### config.mk
export PLATFORM = sky130hd
export DESIGN_NAME = pbclk_divider
export DESIGN_NICKNAME = d
export VERILOG_FILES = /design/src/rtl/pbclk_div_pkg.sv /design/src/rtl/pbclk_div_req.sv /design/src/rtl/pbclk_div_phase.sv /design/src/rtl/pbclk_div_pass.sv /design/src/rtl/pbclk_divider.sv
export SDC_FILE = /design/constraint.sdc
export NUM_CORES = 1
export LEC_CHECK = 0
export BUFFER_PORTS_ARGS = -buffer_cell sky130_fd_sc_hd__buf_2
export CAP_MARGIN = 15
export CELL_PAD_IN_SITES_DETAIL_PLACEMENT = 0
export CELL_PAD_IN_SITES_GLOBAL_PLACEMENT = 1
export CORE_MARGIN = 3
export CORE_UTILIZATION = 44
export CTS_BUF_LIST = sky130_fd_sc_hd__clkbuf_16
export DETAILED_ROUTE_END_ITERATION = 7
export PLACE_DENSITY = 0.81
export SKIP_LAST_GASP = 1
export SLEW_MARGIN = 15
export SYNTH_ARGS = -nofsm -noshare
export SYNTH_HDL_FRONTEND = slang
export SYNTH_SLANG_ARGS = --single-unit
### constraint.sdc
create_clock -name clk -period 6.6 [get_ports clk]
set_input_delay 0.99 -clock clk [delete_from_list [all_inputs] [get_ports clk]]
set_output_delay 0.99 -clock clk [all_outputs]
set_load 0.02 [all_outputs]
### src/rtl/pbclk_div_pkg.sv
`timescale 1ns/1ps
package pbclk_div_pkg;

    localparam int DIV_W   = 7;
    localparam int CTRL_W  = 16;
    localparam int RDY_POS = 11;
    localparam int EN_POS  = 15;

    typedef logic [DIV_W-1:0] div_t;

    // One ratio request slot: a divide field plus a valid mark.
    typedef struct packed {
        logic valid;
        div_t div;
    } ratio_slot_t;

    // Number of input cycles the output stays high for a divide field.
    function automatic div_t high_cycles(input div_t d);
        logic [DIV_W:0] ratio;
        ratio = {1'b0, d} + 1'b1;
        return div_t'(ratio >> 1);
    endfunction

endpackage

### src/rtl/pbclk_div_req.sv
`timescale 1ns/1ps
module pbclk_div_req
    import pbclk_div_pkg::*;
(
    input  logic              clk,
    input  logic              rst,
    input  logic              wr_en,
    input  logic [CTRL_W-1:0] wr_data,
    input  logic              at_edge,
    output ratio_slot_t       pend,
    output logic              en_q,
    output logic              ready
);

    ratio_slot_t pend_q, park_q;
    ratio_slot_t pend_n, park_n;
    div_t        wr_div;

    assign wr_div = wr_data[DIV_W-1:0];

    always_comb begin
        pend_n = pend_q;
        park_n = park_q;
        // A period end takes the pending request; the parked one moves up.
        if (at_edge && pend_q.valid) begin
            pend_n       = park_q;
            park_n.valid = 1'b0;
        end
        // A write fills the first free slot after that move.
        if (wr_en) begin
            if (pend_n.valid) begin
                park_n = '{valid: 1'b1, div: wr_div};
            end else begin
                pend_n = '{valid: 1'b1, div: wr_div};
            end
        end
    end

    always_ff @(posedge clk) begin
        if (rst) begin
            pend_q <= '0;
            park_q <= '0;
            en_q   <= 1'b0;
        end else begin
            pend_q <= pend_n;
            park_q <= park_n;
            if (wr_en) en_q <= wr_data[EN_POS];
        end
    end

    assign pend  = pend_q;
    assign ready = !pend_q.valid;

endmodule

### src/rtl/pbclk_div_phase.sv
`timescale 1ns/1ps
module pbclk_div_phase
    import pbclk_div_pkg::*;
(
    input  logic        clk,
    input  logic        rst,
    input  ratio_slot_t pend,
    input  logic        en_req,
    output logic        at_edge,
    output div_t        cur_div,
    output div_t        cnt,
    output logic        gate_on,
    output logic        out_q
);

    div_t next_div;
    div_t cnt_inc;

    assign at_edge  = (cnt == cur_div);
    assign next_div = pend.valid ? pend.div : cur_div;
    assign cnt_inc  = cnt + 1'b1;

    always_ff @(posedge clk) begin
        if (rst) begin
            cnt     <= '0;
            cur_div <= '0;
            gate_on <= 1'b0;
            out_q   <= 1'b0;
        end else if (at_edge) begin
            cnt     <= '0;
            cur_div <= next_div;
            gate_on <= en_req;
            out_q   <= en_req && (high_cycles(next_div) != '0);
        end else begin
            cnt     <= cnt_inc;
            out_q   <= gate_on && (cnt_inc < high_cycles(cur_div));
        end
    end

endmodule

### src/rtl/pbclk_div_pass.sv
`timescale 1ns/1ps
module pbclk_div_pass
    import pbclk_div_pkg::*;
(
    input  logic clk,
    input  logic rst,
    input  logic gate_on,
    input  div_t cur_div,
    output logic pass_clk
);

    logic pass_en;

    // Updated on the falling edge only, so the AND below never chops a pulse.
    always_ff @(negedge clk) begin
        if (rst) pass_en <= 1'b0;
        else     pass_en <= gate_on && (cur_div == '0);
    end

    assign pass_clk = clk & pass_en;

endmodule

### src/rtl/pbclk_divider.sv
`timescale 1ns/1ps
module pbclk_divider
    import pbclk_div_pkg::*;
(
    input  logic              clk,
    input  logic              rst,
    input  logic              wr_en,
    input  logic [CTRL_W-1:0] wr_data,
    output logic [CTRL_W-1:0] rd_data,
    output logic              pb_clk
);

    ratio_slot_t pend;
    logic        en_q;
    logic        ready;
    logic        at_edge;
    div_t        cur_div;
    div_t        cnt;
    logic        gate_on;
    logic        out_q;
    logic        pass_clk;

    pbclk_div_req u_req (
        .clk     (clk),
        .rst     (rst),
        .wr_en   (wr_en),
        .wr_data (wr_data),
        .at_edge (at_edge),
        .pend    (pend),
        .en_q    (en_q),
        .ready   (ready)
    );

    pbclk_div_phase u_phase (
        .clk     (clk),
        .rst     (rst),
        .pend    (pend),
        .en_req  (en_q),
        .at_edge (at_edge),
        .cur_div (cur_div),
        .cnt     (cnt),
        .gate_on (gate_on),
        .out_q   (out_q)
    );

    pbclk_div_pass u_pass (
        .clk      (clk),
        .rst      (rst),
        .gate_on  (gate_on),
        .cur_div  (cur_div),
        .pass_clk (pass_clk)
    );

    always_comb begin
        rd_data                = '0;
        rd_data[DIV_W-1:0]     = cur_div;
        rd_data[RDY_POS]       = ready;
        rd_data[EN_POS]        = en_q;
    end

    assign pb_clk = out_q | pass_clk;

endmodule

# Word-level counts from Yosys, hierarchy flattened
# Index checks and enable logic that the tools add are counted.
dict set report classes {
  addsub 3
  magnitude_cmp 1
  eq_ne 1
  muxes 8
  n_bitwise 2
  n_reduce_logical 9
}
# operator count
set ops {}
lappend ops {{2-to-1 mux 8 bit} 4}
lappend ops {{adder 7 x 1 -> 8 bit, second input constant} 2}
lappend ops {{2-to-1 mux 7 bit} 2}
lappend ops {{adder 7 x 1 -> 7 bit, second input constant} 1}
lappend ops {{== test 7 bit} 1}
lappend ops {{logical NOT 7 bit} 1}
lappend ops {{less-than comparator 7 bit} 1}
lappend ops {{nonzero test 7 bit} 1}
lappend ops {{logical AND 1 bit} 4}
lappend ops {{2-to-1 mux 1 bit} 2}
lappend ops {{AND reduction 2 bit} 1}
lappend ops {{OR reduction 2 bit} 1}
lappend ops {{AND 1 bit} 1}
lappend ops {{logical NOT 1 bit} 1}
lappend ops {{OR 1 bit} 1}
dict set report word_totals {
  regBits 34
  in_bits 19
}

# Logic depth before layout (Yosys ltp)
dict set report depth {
  depth_word 5
  mapped_depth 9
}

# Cells and area by module
# From an unflattened synthesis, not the netlist that was laid out.
dict set report hier_totals {
  cells_unflattened 228
  hier_area_um2 2090.8
}
# mod instances cells_per_inst area_each_um2 seq_area_each_um2
set by_module_without_submodules {}
lappend by_module_without_submodules {pbclk_div_phase 1 119 1081.0 320.3}
lappend by_module_without_submodules {pbclk_div_req 1 92 873.3 340.3}
lappend by_module_without_submodules {pbclk_divider 1 11 77.6 0.0}
lappend by_module_without_submodules {pbclk_div_pass 1 6 58.8 20.0}

==> out/metrics.csv <==
metric,value,unit
status,"complete, no violations",
"Max FO, Critical Path",1,
Total Routing Usage GR,16.0,%
"Clk pin slew, worst setup/hold paths",0.05,ns
initial antenna violation count,0,
"Slew Viols, Final",0,
share of flip-flops with an asynchronous set or reset,0,%
Routability Congestion,0.846,
Die Width,71.5,um
full die area,0.00511,mm2
CTS Hold Bufs,0,
Final nets,257,
Yosys cell types,39,
metal3 WL,178,um
number of global-route vias before repair,1337,
crit path kind,flop to output port,
part of the Yosys area used for sequential elements,36.1,%
"slowest stage cell, crit path",dfxtp_1,
antenna violation net count after detailed routing,0,
input/output buffers,20,
Vias,1406,
TritonCTS clock tree,done,
global-route wire length before repair,6.18,mm
RSZ-0062 raised after global routing,false,
"EDFF count, synth",0,
Mapped Area,0.00189,mm2
leakage,0.906,nW
hold_sp,u_phase.gate_on,
"Primary FF master, synth",dfxtp_1,
crit path cell chain,a21o_1 -> buf_2,
worst min path class,flop to flop,
Clock Latency Late Sink,0.47,ns
final core utilization,53.7,%
Initial Util,46.5,%
Max-Cap Viols,0,
final hold slack,0.461,ns
Post-Syn Instances,207,
Yosys reg bits,34,
total grt overflow,0,
Crit. Startpoint,u_pass.pass_en,
drt first pass iters,4,
DRC,0,
Worst EP arrival,4.35,ns
DR WL met2,1.63,mm
core area,0.00406,mm2
# Post-CTS Setup Buffers,0,
Setup TNS Final,0,ns
final setup violation count,0,
Worst Skew,0.0877,ns
total I/O pin count,36,
row cnt,23,
"Req. time, crit path",5.61,ns
Slew headroom,57.0,%
DRT met1 WL,1.73,mm
DR WL/cell,12.9,um
power per cell area,384,mW/mm2
Final Hold Viols,0,
violation count after the first detailed-route iteration,51,
Avg Synthesized Cell Area,9.12,um2
CP peak stage delay,0.28,ns
Die Height,71.5,um
worst r2r src,u_phase.cur_div[3],
CP Launch Type,flop,
share of cells above drive strength 1,17.9,%
Worst VDD drop,0.000173,V
critical path endpoint category,output port,
total detailed-routing wirelength,3.60,mm
"Cell Count, Final, Fillers Out",279,
vias per cell,5.04,
largest net degree at the start of global routing,29,
detailed placer's ending HPWL,2.62,mm
post-route total power,0.836,mW
Yosys warning count,0,
highest metal used,met4,
# resized after CTS,0,
dpl cells,268,
Layout area overhead,15.5,%
n_diodes,0,
worst slew pin tran,0.645,ns
==> synth_stat cells (2+ instances only) <==
| library cell | n | area (um2) |
|---|---|---|
| nor4_1 | 2 | 12.5 |
| nand2_1 | 14 | 52.6 |
| buf_4 | 9 | 67.6 |
| a211oi_2 | 5 | 62.6 |
| ha_1 | 10 | 125 |
| nor3_1 | 3 | 15.0 |
| clkbuf_1 | 3 | 11.3 |
| a211oi_1 | 3 | 22.5 |
| and3_1 | 2 | 12.5 |
| inv_1 | 7 | 26.3 |
| xor2_1 | 9 | 78.8 |
| xnor2_1 | 8 | 70.1 |
| nor2b_1 | 7 | 43.8 |
| nand3_1 | 7 | 35.0 |
| buf_2 | 3 | 15.0 |
| dfxtp_1 | 34 | 681 |
| o21ai_0 | 5 | 25.0 |
| a21oi_1 | 9 | 45.0 |
| mux2i_1 | 20 | 200 |
| nor2_1 | 28 | 105 |
==> flip-flops by register name (all words and copies together) (netlist names) <==
name / cells
u_phase.out_q: 1
u_req.en_q: 1
u_req.park_q: 8
u_req.pend: 8
u_phase.gate_on: 1
u_phase.cur_div: 7
u_pass.pass_en: 1
u_phase.cnt: 7
==> layout by cell type (no fill, tap or decap), types with 3 or more instances in the layout <==
master / instances
a211oi_1: 3
a21oi_1: 9
o21ai_0: 5
xor2_1: 9
a211oi_2: 5
nor2b_1: 7
nor2_1: 28
conb_1: 7
nand3_1: 7
nand2_1: 14
xnor2_1: 8
nor3_1: 3
inv_1: 8
ha_1: 10
buf_2: 20
dfxtp_1: 34
mux2i_1: 20
clkbuf_16: 8
==> cells by family (layout without fill, tap and decap cells) <==
family	count (synthesis)	after routing	share of synthesized area, %
simple gates	72	72	18.9
flops	34	34	36.1
compound gates	29	29	12.1
buf+inv	24	40	7.63
mux	20	20	10.6
xor+xnor	17	17	7.89
fa+ha+maj	10	10	6.63
other cells	1	7	0.199
==> area by class of cell <==
| class | count | area, um2 |
|---|---|---|
| clock inverter | 4 | 16.3 |
| tap | 50 | 62.6 |
| fill | 389 | 1880 |
| clock buffer | 9 | 205 |
| sequential | 34 | 681 |
| inverter | 7 | 26.3 |
| multi-input combinational | 155 | 1080 |
| timing repair buffer | 20 | 103 |
==> final timing paths <==
kind	slack [ns]	cells after the start	to
worst max register to register	2.16	2	u_pass.pass_en
worst min register to register	0.46	2	u_phase.gate_on
worst max-delay path	1.26	2	pb_clk
worst min-delay path	0.46	2	u_phase.gate_on
==> critical path: cells and delay by family (launching register included) <==
family | cells | cell delay [ns]
AOI/OAI and AO/OA | 1 | 0.14
buffers and inverters | 1 | 0.15
DFF | 1 | 0.28
==> metal layers <==
metal / vias to the layer above / global-route usage, %
li1: 738 / -
met1: 640 / 20.2
met2: 22 / 22.8
met3: 6 / 7.43
met4: 0 / 8.14
met5: - / 0
==> report_power, final <==
group | total, mW | internal (mW) | leakage [nW] | switching, mW
Sequential | 0.274 | 0.238 | 0.277 | 0.0360
Clock | 0.310 | 0.215 | 0.127 | 0.0950
Combinational | 0.251 | 0.103 | 0.501 | 0.148
Total | 0.836 | 0.557 | 0.906 | 0.279
==> per-stage QoR <==
stage	area, um2	setup WS (ns)
global placement	1970	1.41
finish	2180	1.26
global route	2180	1.22
floorplan	1910	1.64
CTS	2180	1.24
detailed placement	1970	1.41
(Power assumes the default switching activity.)
